[src/rtl/plsel_pkg.sv]
package plsel_pkg;
    localparam int CTRL_W      = 64;
    localparam int BIT_TRAP    = 31;
    localparam int BIT_LOCK    = 8;
    localparam int BIT_K_MAP   = 1;
    localparam int BIT_U_MAP   = 0;

    localparam logic [CTRL_W-1:0] CTRL_MASK =
        (CTRL_W'(1) << BIT_TRAP) | (CTRL_W'(1) << BIT_LOCK) |
        (CTRL_W'(1) << BIT_K_MAP) | (CTRL_W'(1) << BIT_U_MAP);

    typedef enum logic [2:0] {
        MODE_EL0_DIRECT  = 3'd0,
        MODE_EL0_MAPPED  = 3'd1,
        MODE_EL1_DIRECT  = 3'd2,
        MODE_EL1_MAPPED  = 3'd3,
        MODE_HIGH_DIRECT = 3'd4
    } src_mode_t;

    typedef struct packed {
        logic trap;
        logic lock;
        logic k_map;
        logic u_map;
    } ctrl_bits_t;
endpackage

[src/rtl/plsel_ctrl_reg.sv]
module plsel_ctrl_reg
    import plsel_pkg::*;
(
    input  logic              clk,
    input  logic              rst_n,
    input  logic              we,
    input  logic [CTRL_W-1:0] wdata,
    output logic [CTRL_W-1:0] rdata,
    output ctrl_bits_t        bits
);
    logic [CTRL_W-1:0] reg_q;

    always_ff @(posedge clk or negedge rst_n) begin
        if (!rst_n) begin
            reg_q <= '0;
        end else if (we) begin
            reg_q <= wdata & CTRL_MASK;
        end
    end

    always_comb begin
        rdata      = reg_q;
        bits.trap  = reg_q[BIT_TRAP];
        bits.lock  = reg_q[BIT_LOCK];
        bits.k_map = reg_q[BIT_K_MAP];
        bits.u_map = reg_q[BIT_U_MAP];
    end

    // value holds without a control write
    p_ctrl_hold_r3: assert property (@(posedge clk) disable iff (!rst_n)
        !we |=> $stable(rdata));
endmodule

[src/rtl/plsel_vmap.sv]
module plsel_vmap #(
    parameter int PID_W     = 16,
    parameter int MAP_DEPTH = 8
) (
    input  logic                         clk,
    input  logic                         rst_n,
    input  logic                         we,
    input  logic [$clog2(MAP_DEPTH)-1:0] widx,
    input  logic [PID_W-1:0]             wdata,
    input  logic [PID_W-1:0]             vid,
    output logic [PID_W-1:0]             pid
);
    localparam int IDX_W = $clog2(MAP_DEPTH);
    localparam logic [PID_W-1:0] DEPTH_V = PID_W'(MAP_DEPTH);

    logic [PID_W-1:0] ent [MAP_DEPTH];
    logic [IDX_W-1:0] ridx;
    logic             in_range;

    always_ff @(posedge clk or negedge rst_n) begin
        if (!rst_n) begin
            for (int k = 0; k < MAP_DEPTH; k++) ent[k] <= '0;
        end else if (we) begin
            for (int k = 0; k < MAP_DEPTH; k++) begin
                if (widx == IDX_W'(k)) ent[k] <= wdata;
            end
        end
    end

    always_comb begin
        in_range = (vid < DEPTH_V);
        ridx     = in_range ? vid[IDX_W-1:0] : '0;
        pid      = ent[ridx];
    end

    // out-of-range virtual IDs read entry 0
    p_oor_entry0_r10: assert property (@(posedge clk) disable iff (!rst_n)
        !in_range |-> pid == ent[0]);
endmodule

[src/rtl/plsel_route.sv]
module plsel_route
    import plsel_pkg::*;
#(
    parameter int PID_W = 16
) (
    input  logic             clk,
    input  logic             rst_n,
    input  logic [1:0]       cur_el,
    input  logic             el2_en,
    input  logic             e2h,
    input  logic             tge,
    input  logic             is_ifetch,
    input  ctrl_bits_t       bits,
    input  logic [PID_W-1:0] u_pid_i,
    input  logic [PID_W-1:0] u_pid_d,
    input  logic [PID_W-1:0] k_pid_i,
    input  logic [PID_W-1:0] k_pid_d,
    output src_mode_t        mode,
    output logic [PID_W-1:0] raw_pid,
    output logic             want_map
);
    logic u_locked;
    logic u_host;

    always_comb begin
        u_locked = el2_en && !tge && bits.lock;
        u_host   = e2h && tge;
        mode     = MODE_EL0_DIRECT;
        unique case (cur_el)
            2'd0: begin
                if (u_locked)
                    mode = bits.k_map ? MODE_EL1_MAPPED : MODE_EL1_DIRECT;
                else if (el2_en && !u_host && bits.u_map)
                    mode = MODE_EL0_MAPPED;
                else
                    mode = MODE_EL0_DIRECT;
            end
            2'd1: mode = (el2_en && bits.k_map) ? MODE_EL1_MAPPED
                                                : MODE_EL1_DIRECT;
            2'd2,
            2'd3: mode = MODE_HIGH_DIRECT;
            default: mode = MODE_EL0_DIRECT;
        endcase
    end

    always_comb begin
        raw_pid  = '0;
        want_map = 1'b0;
        unique case (mode)
            MODE_EL0_DIRECT: raw_pid = is_ifetch ? u_pid_i : u_pid_d;
            MODE_EL0_MAPPED: begin
                raw_pid  = is_ifetch ? u_pid_i : u_pid_d;
                want_map = 1'b1;
            end
            MODE_EL1_DIRECT,
            MODE_HIGH_DIRECT: raw_pid = is_ifetch ? k_pid_i : k_pid_d;
            MODE_EL1_MAPPED: begin
                raw_pid  = is_ifetch ? k_pid_i : k_pid_d;
                want_map = 1'b1;
            end
            default: raw_pid = '0;
        endcase
    end

    // upper levels never translate
    p_high_direct_r11: assert property (@(posedge clk) disable iff (!rst_n)
        cur_el[1] |-> !want_map);
    // no translation without the hypervisor level
    p_no_el2_phys_r8: assert property (@(posedge clk) disable iff (!rst_n)
        !el2_en |-> !want_map);
    // host mode keeps user IDs physical at level 0
    p_host_u_phys_r7: assert property (@(posedge clk) disable iff (!rst_n)
        (cur_el == 2'd0 && e2h && tge) |-> mode == MODE_EL0_DIRECT);
endmodule

[src/rtl/partid_label_sel.sv]
module partid_label_sel
    import plsel_pkg::*;
#(
    parameter int PID_W     = 16,
    parameter int MAP_DEPTH = 8,
    parameter int IDX_W     = $clog2(MAP_DEPTH)
) (
    input  logic              clk,
    input  logic              rst_n,
    input  logic              wr_en,
    input  logic              wr_tbl,
    input  logic [IDX_W-1:0]  wr_idx,
    input  logic [63:0]       wr_data,
    output logic [63:0]       ctrl_rd,
    input  logic [1:0]        cur_el,
    input  logic              el2_en,
    input  logic              hcr_e2h,
    input  logic              hcr_tge,
    input  logic              is_ifetch,
    input  logic [PID_W-1:0]  el0_pid_i,
    input  logic [PID_W-1:0]  el0_pid_d,
    input  logic [PID_W-1:0]  el1_pid_i,
    input  logic [PID_W-1:0]  el1_pid_d,
    output logic [PID_W-1:0]  label_pid,
    output logic              label_virt
);
    ctrl_bits_t       bits;
    src_mode_t        mode;
    logic [PID_W-1:0] raw_pid;
    logic [PID_W-1:0] mapped_pid;
    logic             want_map;

    plsel_ctrl_reg u_ctrl (
        .clk   (clk),
        .rst_n (rst_n),
        .we    (wr_en && !wr_tbl),
        .wdata (wr_data),
        .rdata (ctrl_rd),
        .bits  (bits)
    );

    plsel_route #(.PID_W(PID_W)) u_route (
        .clk       (clk),
        .rst_n     (rst_n),
        .cur_el    (cur_el),
        .el2_en    (el2_en),
        .e2h       (hcr_e2h),
        .tge       (hcr_tge),
        .is_ifetch (is_ifetch),
        .bits      (bits),
        .u_pid_i   (el0_pid_i),
        .u_pid_d   (el0_pid_d),
        .k_pid_i   (el1_pid_i),
        .k_pid_d   (el1_pid_d),
        .mode      (mode),
        .raw_pid   (raw_pid),
        .want_map  (want_map)
    );

    plsel_vmap #(.PID_W(PID_W), .MAP_DEPTH(MAP_DEPTH)) u_map (
        .clk   (clk),
        .rst_n (rst_n),
        .we    (wr_en && wr_tbl),
        .widx  (wr_idx),
        .wdata (wr_data[PID_W-1:0]),
        .vid   (raw_pid),
        .pid   (mapped_pid)
    );

    always_comb begin
        label_virt = want_map;
        label_pid  = want_map ? mapped_pid : raw_pid;
    end

    // untranslated label equals the selected raw ID
    p_phys_pass_r12: assert property (@(posedge clk) disable iff (!rst_n)
        !label_virt |-> label_pid == raw_pid);
    // control register is clear right after reset release
    p_reset_clear_r1: assert property (@(posedge clk) disable iff (!rst_n)
        $rose(rst_n) |-> ctrl_rd == '0);
    // reserved control bits never read back as one
    p_rsvd_zero_r2: assert property (@(posedge clk) disable iff (!rst_n)
        (wr_en && !wr_tbl) |=> (ctrl_rd & ~CTRL_MASK) == '0);
endmodule

[config.mk]
export PLATFORM = sky130hd
export DESIGN_NAME = partid_label_sel
export DESIGN_NICKNAME = d
export VERILOG_FILES = /design/src/rtl/plsel_pkg.sv /design/src/rtl/plsel_ctrl_reg.sv /design/src/rtl/plsel_vmap.sv /design/src/rtl/plsel_route.sv /design/src/rtl/partid_label_sel.sv
export SDC_FILE = /design/constraint.sdc
export NUM_CORES = 1
export LEC_CHECK = 0
export BUFFER_PORTS_ARGS = -buffer_cell sky130_fd_sc_hd__clkbuf_2
export CELL_PAD_IN_SITES_DETAIL_PLACEMENT = 0
export CELL_PAD_IN_SITES_GLOBAL_PLACEMENT = 1
export CORE_ASPECT_RATIO = 0.5
export CORE_MARGIN = 4
export CORE_UTILIZATION = 46
export CTS_BUF_LIST = sky130_fd_sc_hd__clkbuf_8
export CTS_CLUSTER_DIAMETER = 80
export CTS_CLUSTER_SIZE = 28
export DETAILED_ROUTE_END_ITERATION = 6
export GPL_ROUTABILITY_DRIVEN = 0
export PLACE_DENSITY_LB_ADDON = 0.08
export SETUP_SLACK_MARGIN = 0.1
export SLEW_MARGIN = 25
export SYNTH_ARGS = -nofsm -noshare
export SYNTH_HDL_FRONTEND = slang
export SYNTH_SLANG_ARGS = --single-unit
[constraint.sdc]
create_clock -name clk -period 7.48 [get_ports clk]
set_clock_uncertainty 0.2 [all_clocks]
set_input_delay 1.496 -clock clk [delete_from_list [all_inputs] [get_ports clk]]
set_output_delay 1.496 -clock clk [all_outputs]
set_load 0.01 [all_outputs]
After elaboration in Yosys (flattened, before gate mapping). Cells that the tools add are included.

Output and inout port bits: 81. Flip-flop bits (word level): 132. Logic and storage cells: 66. Input port bits: 141.

Order comparisons: 2. Bitwise operators: 1. Muxes and demuxes: 14. Reduce and logical (&&, ||, !) cells: 26. Eq/ne operators: 14.

Operator list (number): 16-bit 2-to-1 mux (5); 16-bit binary-select mux with 3-bit select (1); 16-bit case mux with 2 select lines (1); 16-bit by 4-bit < comparator with 1-bit output, second input constant (1); 2-bit AND reduction (8); 3-bit == test, second input constant (5); 3-bit by 2-bit == test with 1-bit output, second input constant (4); 3-bit case mux with 3 select lines (1); 1-bit logical AND (8); 3-bit by 1-bit == test with 1-bit output, second input constant (2); 3-bit logical NOT (2); 3-bit 2-to-1 mux (2); 2-bit OR reduction (3); 2-bit == test, second input constant (2); 4-bit >= comparator, second input constant (1); 1-bit 2-to-1 mux (4); 3-bit inverter with 4-bit output (1); 1-bit logical NOT (3); 3-bit OR reduction (1); 2-bit by 1-bit == test with 1-bit output, second input constant (1); 2-bit logical NOT (1).

Longest topological paths before layout.
Depth in word-level cells: 17. Mapped depth: 12. Gate-level depth less buffers: 9.

By module. Synthesis repeated with hierarchy kept, for this count alone.

Cell total of the unflattened synthesis: 631. Area total of the unflattened synthesis: 7860.0 um^2.

By module, submodules not included: plsel_vmap (area an instance 6466.2 um^2, cells an instance 506, sequential area each 3203.1 um^2, times used 1); plsel_ctrl_reg (area an instance 629.4 um^2, cells an instance 73, sequential area each 100.1 um^2, times used 1); plsel_route (area an instance 503.0 um^2, cells an instance 32, sequential area each 0.0 um^2, times used 1); partid_label_sel (area an instance 261.5 um^2, cells an instance 20, sequential area each 0.0 um^2, times used 1).

Least setup slack after synthesis. OpenSTA, ideal clock, no wires.

Path type: in2out. From: input port hcr_tge. To: output port label_pid[4]. Slack: 1.910 ns. Stages: 9. Required time: 5.784 ns. Buffers on the path: 2. Arrival time: 3.874 ns. Cells stage by stage: nor2b_4 -> a211oi_4 -> mux4_1 -> nor4_4 -> nand4_2 -> buf_6 -> buf_4 -> mux2i_1 -> a221oi_1.

Longest elaborated chain between the ends: 17. Elaborated cells between the ends (all ways): 27. Those cells by class: order compare (1); eq/ne (4); mux (10); bitwise (1); reduce/logical (11).

Ends and longest elaborated chain: start, declared (line partid_label_sel.sv:18) `input logic hcr_tge,`; 1-bit logical AND (line plsel_route.sv:27) `u_host = e2h && tge;`; 1-bit logical NOT (line plsel_route.sv:33) `else if (el2_en && !u_host && bits.u_map)`; 1-bit logical AND (2 in series) (line plsel_route.sv:33); 1-bit 2-to-1 mux (line plsel_route.sv:33); 3-bit 2-to-1 mux (*) (line plsel_route.sv:31) `if (u_locked)`; 3-bit case mux with 3 select lines (*) (line plsel_route.sv:29) `unique case (cur_el)`; 3-bit by 2-bit == test with 1-bit output, or another cell as far along (line plsel_route.sv:49) `unique case (mode)`; 3-bit OR reduction (no line) or 2-bit OR reduction (tied branches); 16-bit case mux with 2 select lines (line plsel_route.sv:49); 16-bit by 4-bit < comparator with 1-bit output (line plsel_vmap.sv:31) `in_range = (vid < DEPTH_V);`; 3-bit 2-to-1 mux (line plsel_vmap.sv:32) `ridx = in_range ? vid[IDX_W-1:0] : '0;`; 3-bit inverter with 4-bit output (implied by the code) (line plsel_vmap.sv:33) `pid = ent[ridx];`; 16-bit binary-select mux with 3-bit select (line plsel_vmap.sv:33); 16-bit 2-to-1 mux (implied by the code) (2 in series) (line plsel_vmap.sv:33); 16-bit 2-to-1 mux (*) (line partid_label_sel.sv:72) `label_pid = want_map ? mapped_pid : raw_pid;`; end, declared (line partid_label_sel.sv:24) `output logic [PID_W-1:0] label_pid,`.

Mark *: on every way between the ends. The rest lies on a longest branch, timed or not. The select of a mux whose other input is x is not followed.

Final worst setup path.
From: input port is_ifetch. To: output port label_pid[12].

Longest elaborated chain between the ends: 9. Elaborated cells between the ends (all ways): 10. Those cells by class: order compare (1); mux (8); bitwise (1).

Ends and longest elaborated chain: start, declared (line partid_label_sel.sv:19) `input logic is_ifetch,`; 16-bit 2-to-1 mux, on equally long branches; 16-bit case mux with 2 select lines (*) (line plsel_route.sv:49); 16-bit by 4-bit < comparator with 1-bit output (line plsel_vmap.sv:31); 3-bit 2-to-1 mux (line plsel_vmap.sv:32); 3-bit inverter with 4-bit output (implied by the code) (line plsel_vmap.sv:33); 16-bit binary-select mux with 3-bit select (line plsel_vmap.sv:33); 16-bit 2-to-1 mux (implied by the code) (2 in series) (line plsel_vmap.sv:33); 16-bit 2-to-1 mux (*) (line partid_label_sel.sv:72).

Marks and branches as above.

==> flow_metrics.py <==
metrics = {
    "outcome": {
        "status": "finished clean",
    },
    "global_route": {
        "grt.overflow.total": 0,
        "grt_pass1_vias": 4954,
        "grt_pass1_wl_mm": 28.4,
        "antenna_found_initial": 0,
        "gr-usage-all-layers_pct": 20.2,
        "grt_max_degree": 74,
    },
    "clock_tree": {
        "clock_path_buffers": 2,
        "clk_pin_slew_ns": 0.08,
        "cts_resized": 0,
        "htreeDepth": 4,
        "cts.sinks": 132,
        "cts_setup_buffers": 0,
        "clock_latency_ns": 0.43,
        "cts_tree": "done",
        "cts_made_buffers": 17,
        "cts_hold_buf": 0,
        "cts_root_buf": "clkbuf_8",
    },
    "worst_hold_path": {
        "hp-class": "flop to flop",
        "min_to": "u_ctrl.rdata[31]",
        "worst_hold_path.num_cells": 2,
        "min_from": "u_ctrl.rdata[31]",
    },
    "worst_setup_path": {
        "r2r_start": "u_map.ent[5]",
        "cp_slowest_cell": "mux4_1",
        "path_max_fanout": 20,
        "critPathCaptureType": "output port",
        "ff2ff_setup_slack_ns": 6.50,
        "ff2ff_path_depth": 1,
        "cp_common_cell": "clkbuf_2",
        "cp_num_buf_inv": 3,
        "critPathLaunchType": "input port",
        "worstPathArrival_ns": 4.93,
        "rr_endpoint": "u_map.ent[5]",
        "path_cells": "clkbuf_2 > mux4_1 > nor4_4 > and4_1 > buf_4 > nand2_1 > o22ai_1 > a221oi_2 > clkbuf_2",
        "worstPathRequired_ns": 5.78,
        "cp_top_family": "simple AND/OR/NAND/NOR gates",
        "path_class": "input port to output port",
        "slowest_delay_ns": 0.79,
    },
    "cells_and_area": {
        "register_area_mm2": 0.00330,
        "antenna_cells": 0,
        "multi_input_area_mm2": 0.00366,
        "postLayoutCoreUtil_pct": 53.9,
        "area_growth_pct": 13.6,
        "nFillCells": 1373,
        "layout.nets": 817,
        "layout-drive-gt1-share_pct": 52.5,
    },
    "drt": {
        "drc": 0,
        "viasPerCell": 5.37,
        "wl_per_cell_um": 20.5,
        "drtPass1Iterations": 4,
        "antenna_left": 0,
        "drt_iter0_markers": 199,
        "routed_wl_mm": 18.3,
        "vias": 4788,
    },
    "yosys": {
        "ys.warnings.count": 0,
        "synth_edf_count": 0,
        "synth_cell_type_count": 49,
        "synth-seq-cells": 132,
        "yosys_most_used_dff": "dfrtp_1",
        "synthArstFlopShare_pct": 100,
        "netlist_area_mm2": 0.00738,
        "ys_seq_area_share_pct": 44.7,
        "syn_inst": 558,
        "syn_area_per_cell_um2": 13.2,
    },
    "timing": {
        "period_share_pct": 88.6,
        "fin_tns_setup_ns": 0,
        "worst_pin_slew_ns": 0.800,
        "slew_violations": 0,
        "hold_viol": 0,
        "finalSetupViolations": 0,
        "slew_headroom_pct": 46.6,
        "rsz0062_at_grt": "no",
        "fmax_mhz": 151,
        "layout_min_cycle_time_ns": 6.63,
    },
    "floorplanning": {
        "chipHeight_um": 97.6,
        "die_area_mm2": 0.0183,
        "rows": 32,
        "start_util_pct": 47.4,
        "core_area_mm2": 0.0156,
        "die_x_um": 187,
        "io_pins": 222,
    },
    "run": {
        "drv_cap": 0,
    },
    "power": {
        "p_sw_mw": 0.559,
        "leakagePower_nw": 3.96,
        "combinationalPowerShare_pct": 21.1,
        "p_sw_share_pct": 26.4,
        "p_seq_share_pct": 45.1,
        "p_int_mw": 1.56,
        "peakVddDrop_uv": 110,
        "power_frac_clock_pct": 33.8,
        "power_density_mw_per_mm2": 253,
    },
    "placement": {
        "dp_hpwl_mm": 12.1,
        "port_buffers": 114,
    },
}
## Yosys cell counts (all sizes together), types with 3 or more instances
master	count	area share (%)
mux2	156	25
dfrtp	132	45
buf	77	8.1
mux2i	35	4.7
nand2	31	1.6
o21ai	18	1.8
mux4	16	4.9
o22ai	13	1.1
a221oi	12	2.1
clkbuf	11	0.56
nor2	9	0.46
a21oi	6	0.41
nand2b	4	0.34
nand4	4	0.42
a211oi	3	0.47
and2	3	0.29
inv	3	0.15
## stage by stage
step	setup WS [ns]	hold WS [ns]	cell area, um2	cells	power [mW]
6_report	0.853	0.290	8390	891	2.12
5_1_grt	0.587	0.319	8390	891	2.23
4_1_cts	0.806	0.292	8370	890	2.14
3_5_place_dp	0.825	0.271	7900	860	1.42
3_3_place_gp	0.824	0.275	7900	860	1.40
2_1_floorplan	1.91	0.271	7600	617	1.30
## cell families after synthesis
| family | share of synthesized area, % |
|---|---|
| DFF | 44.7 |
| buffers and inverters | 8.78 |
| other | 0.0508 |
| and+or+nand+nor | 5.39 |
| AOI/OAI and AO/OA | 6.76 |
| muxes | 34.3 |
## flip-flops by register name, indices dropped and copies added (netlist names)
register and flops:
u_map.ent 128, u_ctrl.rdata 4
## placed cells by master, fill, tap and decap left out, types with 3 or more instances in the layout
master	count
a21oi_1	6
a221oi_1	4
a221oi_2	8
buf_4	14
bufinv_16	6
clkbuf_2	113
clkbuf_8	17
conb_1	60
dfrtp_1	132
inv_1	3
mux2_2	140
mux2_4	16
mux2i_1	35
mux4_2	15
nand2_1	31
nand2b_1	4
nand4_1	3
nor2_1	9
o21ai_1	4
o21ai_2	12
o22ai_1	13
## power by group through the flow
stage	combinational (mW)	sequential (mW)	clock, mW
floorplan	0.358	0.947	0
global placement	0.439	0.961	0
detailed placement	0.449	0.969	0
CTS	0.451	0.956	0.732
global route	0.490	0.975	0.762
finish	0.447	0.955	0.717
## cell type report
class	instances	share of cell area (%)
timing repair buffer	128	8.23
clock inverter	13	2.76
clock buffer	17	2.79
sequential	132	39.4
tap	204	3.04
multi-input combinational	394	43.7
inverter	3	0.134
## worst max-delay path by stage
stage	cells after the start	to	slack (ns)	startpoint
after floorplan	9	label_pid[4]	1.91	hcr_tge
after global placement	9	label_pid[6]	0.82	is_ifetch
after detailed placement	9	label_pid[9]	0.82	is_ifetch
after CTS	9	label_pid[12]	0.81	is_ifetch
after global routing	9	label_pid[12]	0.59	is_ifetch
final	9	label_pid[12]	0.85	is_ifetch
## per-layer routing
layer  wire [um]  up-vias  global-route usage (%)
met4         181        0                    4.66
met3         958       18                    3.55
met1        8770     2432                    29.5
met5           0        -                       0
met2        8370      156                    31.4
li1            -     2182                       -
Power figures use the tool's default switching activity.
